**src/rtl/ts_ta_pkg.sv**
```systemverilog
package ts_ta_pkg;

  typedef enum logic [1:0] {
    SZ_WORD = 2'b00,
    SZ_BYTE = 2'b01,
    SZ_HALF = 2'b10,
    SZ_WRD2 = 2'b11
  } xfer_size_e;

  localparam int unsigned LANES = 4;

  // bit k selects byte lane k; lane 0 is data[31:24] (lowest address)
  function automatic logic [LANES-1:0] lane_mask(input logic [1:0] sz,
                                                 input logic [1:0] off);
    logic [LANES-1:0] m;
    unique case (sz)
      SZ_BYTE: m = 4'b0001 << off;
      SZ_HALF: m = off[0] ? 4'b0000 : (4'b0011 << off);
      default: m = (off == 2'b00) ? 4'b1111 : 4'b0000;
    endcase
    return m;
  endfunction

endpackage

```
**src/rtl/ts_ta_ctrl.sv**
```systemverilog
module ts_ta_ctrl #(
  parameter int unsigned WAIT_STATES = 1,
  parameter int unsigned AW          = 24
) (
  input  logic          clk,
  input  logic          rst_n,
  input  logic          strobe,
  input  logic          in_window,
  input  logic [AW-1:0] addr_in,
  input  logic          rd_in,
  input  logic [1:0]    size_in,
  output logic          fire,
  output logic [AW-1:0] cur_addr,
  output logic          cur_rd,
  output logic [AW-1:0] hold_addr,
  output logic          hold_rd,
  output logic [1:0]    hold_size,
  output logic          ack
);

  localparam int unsigned CW   = (WAIT_STATES < 2) ? 1 : $clog2(WAIT_STATES);
  localparam logic [CW-1:0] LOAD = CW'((WAIT_STATES == 0) ? 0 : WAIT_STATES - 1);

  logic          busy;
  logic [CW-1:0] cnt;
  logic          start;

  assign start    = strobe && in_window && !busy;
  assign fire     = (start && (WAIT_STATES == 0)) || (busy && (cnt == '0));
  assign cur_addr = start ? addr_in : hold_addr;
  assign cur_rd   = start ? rd_in   : hold_rd;

  always_ff @(posedge clk) begin
    if (!rst_n) begin
      busy      <= 1'b0;
      cnt       <= '0;
      ack       <= 1'b0;
      hold_addr <= '0;
      hold_rd   <= 1'b0;
      hold_size <= 2'b00;
    end else begin
      ack <= fire;
      if (start) begin
        hold_addr <= addr_in;
        hold_rd   <= rd_in;
        hold_size <= size_in;
        if (WAIT_STATES != 0) begin
          busy <= 1'b1;
          cnt  <= LOAD;
        end
      end else if (busy) begin
        if (cnt == '0) busy <= 1'b0;
        else           cnt  <= cnt - 1'b1;
      end
    end
  end

  p_quiet_while_waiting_r4: assert property (@(posedge clk) disable iff (!rst_n)
    busy |-> !ack);

  p_single_ack_r3: assert property (@(posedge clk) disable iff (!rst_n)
    (ack && !$past(start)) |=> !ack);

  p_busy_ignores_strobe_r2: assert property (@(posedge clk) disable iff (!rst_n)
    (busy && strobe && cnt != '0) |=> $stable(hold_addr));

endmodule

```
**src/rtl/ts_ta_lanes.sv**
```systemverilog
module ts_ta_lanes
  import ts_ta_pkg::*;
(
  input  logic [1:0]  size,
  input  logic [1:0]  offset,
  input  logic [31:0] old_word,
  input  logic [31:0] new_data,
  output logic [31:0] merged
);

  logic [LANES-1:0] mask;
  assign mask = lane_mask(size, offset);

  for (genvar k = 0; k < LANES; k++) begin : g_lane
    assign merged[31-8*k -: 8] = mask[k] ? new_data[31-8*k -: 8]
                                          : old_word[31-8*k -: 8];
  end

  always_comb begin
    p_mask_shape_r7: assert ($countones(mask) != 3);
  end

endmodule

```
**src/rtl/ts_ta_regbank.sv**
```systemverilog
module ts_ta_regbank #(
  parameter int unsigned NREGS = 4,
  localparam int unsigned IW   = (NREGS < 2) ? 1 : $clog2(NREGS)
) (
  input  logic          clk,
  input  logic          rst_n,
  input  logic          we,
  input  logic [IW-1:0] widx,
  input  logic [31:0]   wword,
  input  logic [IW-1:0] ridx_a,
  output logic [31:0]   rword_a,
  input  logic [IW-1:0] ridx_b,
  output logic [31:0]   rword_b
);

  logic [31:0] mem [NREGS];

  for (genvar i = 0; i < NREGS; i++) begin : g_word
    always_ff @(posedge clk) begin
      if (!rst_n)                              mem[i] <= '0;
      else if (we && widx == IW'(i))           mem[i] <= wword;
    end

    p_hold_without_write_r6: assert property (@(posedge clk) disable iff (!rst_n)
      !(we && widx == IW'(i)) |=> $stable(mem[i]));
  end

  assign rword_a = mem[ridx_a];
  assign rword_b = mem[ridx_b];

endmodule

```
**src/rtl/ts_ta_slave.sv**
```systemverilog
module ts_ta_slave
  import ts_ta_pkg::*;
#(
  parameter int unsigned NREGS       = 4,
  parameter int unsigned WAIT_STATES = 1,
  parameter logic [23:0] BASE_ADDR   = 24'h000100
) (
  input  logic        clk,
  input  logic        rst_n,
  input  logic        xfer_start,
  input  logic [23:0] addr,
  input  logic        rd_nwr,
  input  logic [1:0]  size,
  input  logic [31:0] wdata,
  output logic [31:0] rdata,
  output logic        xfer_ack
);

  localparam int unsigned IW = (NREGS < 2) ? 1 : $clog2(NREGS);
  localparam int unsigned LO = IW + 2;

  logic          in_window, fire, cur_rd, hold_rd, we;
  logic [23:0]   cur_addr, hold_addr;
  logic [1:0]    hold_size;
  logic [IW-1:0] widx, ridx;
  logic [31:0]   old_word, merged, rd_word, fwd_word;

  assign in_window = (addr[23:LO] == BASE_ADDR[23:LO]);

  ts_ta_ctrl #(.WAIT_STATES(WAIT_STATES), .AW(24)) u_ctrl (
    .clk(clk), .rst_n(rst_n), .strobe(xfer_start), .in_window(in_window),
    .addr_in(addr), .rd_in(rd_nwr), .size_in(size),
    .fire(fire), .cur_addr(cur_addr), .cur_rd(cur_rd),
    .hold_addr(hold_addr), .hold_rd(hold_rd), .hold_size(hold_size),
    .ack(xfer_ack)
  );

  // write commits on the edge where the master samples the acknowledge
  assign we   = xfer_ack && !hold_rd;
  assign widx = hold_addr[LO-1:2];
  assign ridx = cur_addr[LO-1:2];

  ts_ta_lanes u_lanes (
    .size(hold_size), .offset(hold_addr[1:0]),
    .old_word(old_word), .new_data(wdata), .merged(merged)
  );

  ts_ta_regbank #(.NREGS(NREGS)) u_regs (
    .clk(clk), .rst_n(rst_n), .we(we), .widx(widx), .wword(merged),
    .ridx_a(widx), .rword_a(old_word),
    .ridx_b(ridx), .rword_b(rd_word)
  );

  // a read launched on the commit edge must see the committed word
  assign fwd_word = (we && widx == ridx) ? merged : rd_word;

  always_ff @(posedge clk) begin
    if (!rst_n)              rdata <= '0;
    else if (fire && cur_rd) rdata <= fwd_word;
    else                     rdata <= '0;
  end

  p_rdata_idle_zero_r5: assert property (@(posedge clk) disable iff (!rst_n)
    !xfer_ack |-> rdata == '0);

  p_no_ack_outside_r2: assert property (@(posedge clk) disable iff (!rst_n)
    (xfer_start && !in_window && !xfer_ack && WAIT_STATES == 0) |=> !xfer_ack);

endmodule

```
**config.mk**
```make
export PLATFORM = sky130hd
export DESIGN_NAME = ts_ta_slave
export DESIGN_NICKNAME = d
export VERILOG_FILES = /design/src/rtl/ts_ta_pkg.sv /design/src/rtl/ts_ta_ctrl.sv /design/src/rtl/ts_ta_lanes.sv /design/src/rtl/ts_ta_regbank.sv /design/src/rtl/ts_ta_slave.sv
export SDC_FILE = /design/constraint.sdc
export NUM_CORES = 1
export LEC_CHECK = 0
export ABC_AREA = 1
export BUFFER_PORTS_ARGS = -buffer_cell sky130_fd_sc_hd__clkbuf_2
export CAP_MARGIN = 20
export CORE_MARGIN = 2
export CORE_UTILIZATION = 50
export CTS_BUF_LIST = sky130_fd_sc_hd__clkbuf_2 sky130_fd_sc_hd__clkbuf_4 sky130_fd_sc_hd__clkbuf_8
export DETAILED_ROUTE_END_ITERATION = 12
export PLACE_DENSITY_LB_ADDON = 0.3
export SETUP_SLACK_MARGIN = 0.02
export SLEW_MARGIN = 10
export SYNTH_ARGS = -nofsm -noshare
export SYNTH_HDL_FRONTEND = slang
export SYNTH_SLANG_ARGS = --single-unit
```
**constraint.sdc**
```tcl
create_clock -name clk -period 5.5 [get_ports clk]
set_input_delay 0.55 -clock clk [delete_from_list [all_inputs] [get_ports clk]]
set_output_delay 0.55 -clock clk [all_outputs]
set_load 0.1 [all_outputs]
```
==> results of run 1 <==
cell usage after synthesis (5+ instances only):
library cell,instances,area share (%)
o22ai_1,32,2.5
clkbuf_1,31,1.4
o21ai_0,5,0.31
buf_2,14,0.86
edfxtp_1,128,47
a21oi_1,53,3.3
nand2_1,132,6.1
o21ai_1,35,2.1
inv_1,141,6.5
o211ai_1,16,1.5
buf_6,6,0.83
nand3_1,101,6.2
a221oi_1,8,0.86
o32ai_1,8,0.86
dfxtp_1,41,10
nor2_1,165,7.6
inv_2,8,0.37
registers in the layout, summed over array words and instances, names as in the netlist:
| signal | count |
|---|---|
| u_regs.ridx_a | 2 |
| rdata | 32 |
| u_ctrl.ack | 1 |
| u_ctrl.busy | 1 |
| u_regs.mem | 128 |
| u_ctrl.hold_size | 2 |
| u_ctrl.hold_addr | 2 |
| u_ctrl.hold_rd | 1 |
routing by layer:
metal  wire, um  global-route usage, %
met2      10100                   41.6
met3       2010                   4.82
met5          0                      0
met1       8590                   31.4
met4        519                   10.2
area by class of cell:
cell class	count	area [um^2]	area share [%]
clock inverter	13	178	1.93
inverter	149	559	6.08
tap	216	270	2.94
multi-input combinational	569	2710	29.4
clock buffer	19	249	2.71
sequential	169	4660	50.7
timing repair buffer	108	576	6.25
worst max-delay path by stage:
stage	startpoint	endpoint	slack (ns)	cells after the start
final	u_ctrl.busy$_SDFF_PN0_	rdata[27]$_SDFF_PN0_	2.88	11
after global routing	u_ctrl.busy$_SDFF_PN0_	rdata[31]$_SDFF_PN0_	2.59	11
after CTS	u_ctrl.busy$_SDFF_PN0_	rdata[30]$_SDFF_PN0_	2.93	11
after detailed placement	addr[5]	rdata[30]$_SDFF_PN0_	2.58	11
after global placement	addr[5]	rdata[30]$_SDFF_PN0_	2.61	11
after floorplan	u_ctrl.ack$_SDFF_PN0_	u_regs.mem[0][0]$_SDFFCE_PN0P_	2.98	4
worst register-to-register path, cell delays in order (launching register included):
cell	delay, ns
dfxtp_1	0.33
nor2_1	0.11
nand2_1	0.05
nor2_1	0.20
nand3_4	0.12
nand2_2	0.06
buf_4	0.38
nand2_2	0.47
buf_4	0.43
nand2_1	0.13
nand3_1	0.07
a21oi_1	0.19
power groups by stage:
| stage | logic [mW] | registers, mW | clock network (mW) |
|---|---|---|---|
| after floorplan | 0.0676 | 1.43 | 0 |
| after detailed placement | 0.115 | 1.44 | 0 |
| after global placement | 0.114 | 1.44 | 0 |
| after CTS | 0.116 | 1.41 | 0.959 |
| final | 0.116 | 1.41 | 0.948 |
| after global routing | 0.131 | 1.41 | 1.00 |
metrics by stage:
| stage | std cells | utilization, % | worst slack [ns] | hold WS, ns |
|---|---|---|---|---|
| 2_1_floorplan | 939 | - | 2.98 | 0.433 |
| 3_3_place_gp | 1211 | 55.2 | 2.61 | 0.455 |
| 3_5_place_dp | 1211 | 55.2 | 2.58 | 0.465 |
| 4_1_cts | 1243 | 57.9 | 2.93 | 0.348 |
| 5_1_grt | 1243 | 57.9 | 2.59 | 0.418 |
| 6_report | 1243 | 57.9 | 2.88 | 0.370 |
cell families (layout without fill, tap and decap cells):
family | after synthesis | in the layout | share of synthesized area [%]
simple gates | 407 | 407 | 20.8
flops | 169 | 169 | 57.2
fa+ha+maj | 2 | 2 | 0.307
buf+inv | 201 | 289 | 10.0
compound gates | 160 | 160 | 11.7
==> reports/metrics.yaml, run 1 <==
clock_tree:
  ctsHoldBuffers: 0
  cts-root-buf: "clkbuf_8"
  ctsHtreeMaxLevel: 4
  clock_sinks: 169
  clockBufferDepth: 2
  numCtsBuffers: 17
  clk-insertion-delay-late_ns: 0.46
  postCtsSetupBuffers: 0
  clk_pin_slew_ns: 0.09
  cts_tree: "yes"
  cts_resized: 0
detailed_routing:
  drtIter0Drc: 739
  ant_nets: 0
  routedWlPerCell_um: 17.0
  vias: 6780
  avgViaCountPerCell: 5.45
  drc: 0
  first_pass_iters: 6
  totalWireLength_mm: 21.2
yosys:
  yosysSeqAreaShare_pct: 57.2
  synth.ff_latch_count: 169
  async_reset_ff_share_pct: 0
  avgSynthCellArea_um2: 8.68
  netlist_area_um2: 8150
  synth_ff_type: "edfxtp_1"
  syn_inst: 939
  yosysWarnings: 0
  ys_types: 28
  syn_nets: 1003
  synth_edf_count: 128
setup_path:
  cp_slowest_stage_delay_ns: 0.46
  critPathMaxFanout: 37
  r2r_slack_ns: 2.88
  rr_worst_depth: 11
  worstSetupEndpointType: "flip-flop"
  cp_num_buf_inv: 2
  critPathSlowestCell: "nand2_2"
  reg2reg_to: "rdata[27]$_SDFF_PN0_"
  cp_top_family: "simple AND/OR/NAND/NOR gates"
  path_class: "reg -> reg"
  crit_chain: "nor2_1 > nand2_1 > nor2_1 > nand3_4 > nand2_2 > buf_4 > nand2_2 > buf_4 > nand2_1 > nand3_1 > a21oi_1"
  required_ns: 5.90
  arrival_ns: 3.02
  r2r-start: "u_ctrl.busy$_SDFF_PN0_"
  worstSetupStartpointType: "flip-flop"
power_and_ir_drop:
  power_mw: 2.47
  powerDensity_nw_per_um2: 269
  power.share.sequential_pct: 57.0
  clkPwrFrac_pct: 38.4
  peakVddDrop_v: 0.000167
  comb_power_share_pct: 4.7
  intPower_mw: 1.94
  swShare_pct: 21.6
  power_leakage_nw: 3.87
  p_sw_uw: 533
sta:
  max_freq_ghz: 0.381
  setup_viol: 0
  rsz0062_at_grt: "no"
  fin_setup_tns_ns: 0
  maxSlewViolCount: 0
  worst_pin_slew_ns: 1.07
  hold_viol_final: 0
  min_period_ns: 2.62
  fin_crit_sh_pct: 47.7
  skew_ns: 0.0121
  slew_headroom_pct: 28.3
cells_and_area:
  antenna_cells: 0
  fin_nets: 1078
  drive_gt1_share_pct: 15.6
  fill_cells: 1443
  layout_common_cells: "nor2_1 (165), inv_1 (141), nand2_1 (131)"
  layout_commonest_cell: "nor2_1"
  areaGrowthSynthToFinish_pct: 12.9
  fin_area_um2: 9200
grt:
  grt_max_degree: 38
  grt_usage_pct: 24.7
  antenna_found_initial: 0
  grt_overflow_total: 0
  grt_pass1_wl_mm: 33.2
  grt_pass1_vias: 6465
floorplan:
  die_y_um: 132
  die_w_um: 132
  die_area_um2: 17300
  ios: 95
  design.core.area_um2: 15900
  rows: 46
  start_util_pct: 51.3
placement:
  place_area_um2: 8780
  port_buffers: 94
  post-dp-hpwl_mm: 12.1
  place.gp.congestion: 0.795
status:
  status: "finished clean"
hold_path:
  whs_path_depth: 3
  min_from: "size[1]"
  min_path_type: "in -> reg"
  holdPathEnd: "u_ctrl.hold_size[1]$_SDFFE_PN0N_"
job:
  maxCapViolations: 0
No activity file was read; power rests on OpenSTA's default activity.
==> run 2, diff against run 1 <==
Clock period 5.5 ns to 2.21 ns, I/O delays scaled along.
==> run 2 against run 1 <==
Worst hold slack worse by 0.32 ns. Clock skew is 0.0025 ns higher. Cell count is 2.5% higher. Die area stayed put. Sequential cell count stayed put. Maximum frequency is 31% higher. Sequential power is 150% higher. Clock-buffer cell count stayed put. Register-to-register slack worse by 2.7 ns. Global-route usage is 1.3 points higher. Combinational power grew to 2.7 times the previous value. Largest cell class unchanged.
==> reports/metrics.yaml, run 2 (synthesized netlist as in run 1, its figures left out) <==
detailed_routing:
  routedWlPerCell_um: 17.4  # +2.1%
  ant_nets: 0  # unchanged
  totalWireLength_mm: 22.1  # +4.6%
  vias: 6949  # +2.5%
  drc: 0  # unchanged
  drtIter0Drc: 824  # +12%
  first_pass_iters: 5  # -1
  avgViaCountPerCell: 5.45  # about the same
cells_and_area:
  largest_reg_flops: 128  # unchanged
  fin_area_um2: 9460  # +2.8%
  layout_commonest_cell: "nor2_1"
  antenna_cells: 0  # unchanged
  biggestRegsByFlops: "u_regs.mem: 128 flops, rdata: 32 flops"
  largest-register: "u_regs.mem"
  fin_nets: 1109  # +2.9%
  areaGrowthSynthToFinish_pct: 16.0
  layout_common_cells: "nor2_1 (165), inv_1 (141), edfxtp_1 (128)"
  drive_gt1_share_pct: 18.1  # +2.6 points
placement:
  place_area_um2: 9070  # +3.3%
  port_buffers: 94  # unchanged
  post-dp-hpwl_mm: 13.8  # +15%
  place.gp.congestion: 0.823  # +3.5%
sta:
  max_freq_ghz: 0.501  # +31%
  setup_viol: 0  # unchanged
  fin_crit_sh_pct: 90.3  # +43 points
  maxSlewViolCount: 0  # unchanged
  min_period_ns: 2.00  # -0.626 ns
  skew_ns: 0.0146  # +0.00247 ns
  worst_pin_slew_ns: 0.559  # -0.513 ns
  hold_viol_final: 0  # unchanged
  fin_setup_tns_ns: 0  # unchanged
  rsz0062_at_grt: "no"
  slew_headroom_pct: 62.6  # +34 points
clock_tree:
  ctsHoldBuffers: 0  # unchanged
  cts_tree: "yes"
  clk-insertion-delay-late_ns: 0.47  # about the same
  clock_sinks: 169  # unchanged
  numCtsBuffers: 17  # unchanged
  ctsHtreeMaxLevel: 4  # unchanged
  postCtsSetupBuffers: 0  # unchanged
  clk_pin_slew_ns: 0.09  # about the same
  cts_resized: 0  # unchanged
  clockBufferDepth: 2  # unchanged
  cts-root-buf: "clkbuf_8"
grt:
  grt_overflow_total: 0  # unchanged
  antenna_found_initial: 0  # unchanged
  grt_pass1_wl_mm: 34.8  # +5.0%
  grt_max_degree: 42  # +11%
  grt_pass1_vias: 6604  # +2.2%
  grt_usage_pct: 26.0  # +1.3 points
setup_path:
  rr_worst_depth: 6  # -5
  r2r_slack_ns: 0.21  # -2.66 ns
  worstSetupEndpointType: "flip-flop"
  path_class: "reg -> reg"
  cp-startpoint: "u_regs.ridx_a[1]$_SDFF_PN0_"
  critPathMaxFanout: 15  # -59%
  worstSetupStartpointType: "flip-flop"
  required_ns: 2.41  # -3.49 ns
  arrival_ns: 2.20  # -0.82 ns
  r2r-start: "u_regs.ridx_a[1]$_SDFF_PN0_"
  reg2reg_to: "u_regs.mem[1][28]$_SDFFCE_PN0P_"
floorplan:
  design.core.area_um2: 15900  # unchanged
  die_w_um: 132  # unchanged
  ios: 95  # unchanged
  die_y_um: 132  # unchanged
  die_area_um2: 17300  # unchanged
  rows: 46  # unchanged
  start_util_pct: 51.3  # unchanged
hold_path:
  holdPathEnd: "u_ctrl.hold_addr[0]$_SDFFE_PN0N_"
  min_path_type: "in -> reg"
  min_from: "addr[0]"
  whs_path_depth: 3  # unchanged
status:
  status: "finished clean"
power_and_ir_drop:
  peakVddDrop_v: 0.000440  # +160%
  power_leakage_nw: 4.04  # +4.3%
  power_mw: 6.01  # +140%
  powerDensity_nw_per_um2: 636  # +140%
job:
  maxCapViolations: 0  # unchanged
-- run 2: changes by cell type in the layout (fill, tap and decap cells not counted), moves of 2 or more --
cell / before / now
clkinvlp_4: 4 / 2
buf_4: 14 / 39
buf_12: 0 / 6
nand3_2: 5 / 1
nand2_2: 2 / 6
inv_6: 0 / 4
bufinv_16: 4 / 2
nand3_1: 97 / 101
nand2_1: 131 / 127
-- run 2: critical path, stage by stage, from the launching register on --
cell,delay (ns)
dfxtp_1,0.39
inv_2,0.06
nand2_1,0.24
buf_4,0.31
o22ai_1,0.13
o32ai_1,0.50
nor2_1,0.09
-- run 2: per-stage QoR --
stage	util (%)	hold slack, ns	setup WS [ns]	cells
final	59.6	0.0504	0.214	1274
after global routing	59.6	0.0454	0.0322	1274
after CTS	59.6	0.0278	0.253	1274
after detailed placement	57.1	0.459	0.265	1242
after global placement	57.1	0.449	0.312	1242
after floorplan	-	0.337	0.280	939
-- run 2: how the worst max path moves through the flow --
stage / endpoint / slack [ns]
floorplan: u_regs.mem[3][0]$_SDFFCE_PN0P_ / 0.28
global placement: u_regs.mem[0][21]$_SDFFCE_PN0P_ / 0.31
detailed placement: u_regs.mem[1][20]$_SDFFCE_PN0P_ / 0.26
CTS: u_regs.mem[0][28]$_SDFFCE_PN0P_ / 0.25
global route: u_regs.mem[2][21]$_SDFFCE_PN0P_ / 0.03
finish: u_regs.mem[1][28]$_SDFFCE_PN0P_ / 0.21
-- run 2: layout make-up --
| cell class | count | area, um^2 |
|---|---|---|
| multi-input combinational | 569 | 2690 |
| inverter | 149 | 559 |
| fill | 1409 | 6420 |
| tap | 216 | 270 |
| clock inverter | 13 | 144 |
| timing repair buffer | 139 | 883 |
| sequential | 169 | 4670 |
| clock buffer | 19 | 249 |
-- run 2: power by group --
part	internal (mW)	switching (mW)	total (mW)	leakage (nW)
Sequential	3.48	0.0248	3.50	1.65
Combinational	0.114	0.194	0.308	2.18
Clock	1.04	1.16	2.21	0.198
Total	4.63	1.38	6.01	4.03
-- run 2: per-layer routing --
layer  up-vias  track usage (%)  part of all wire [%]
met2       367             43.0                    49
met5         -                0                     0
met4         0             8.21                   1.3
met3        30             5.32                   9.4
li1       3337                -                     -
met1      3215             34.7                    41
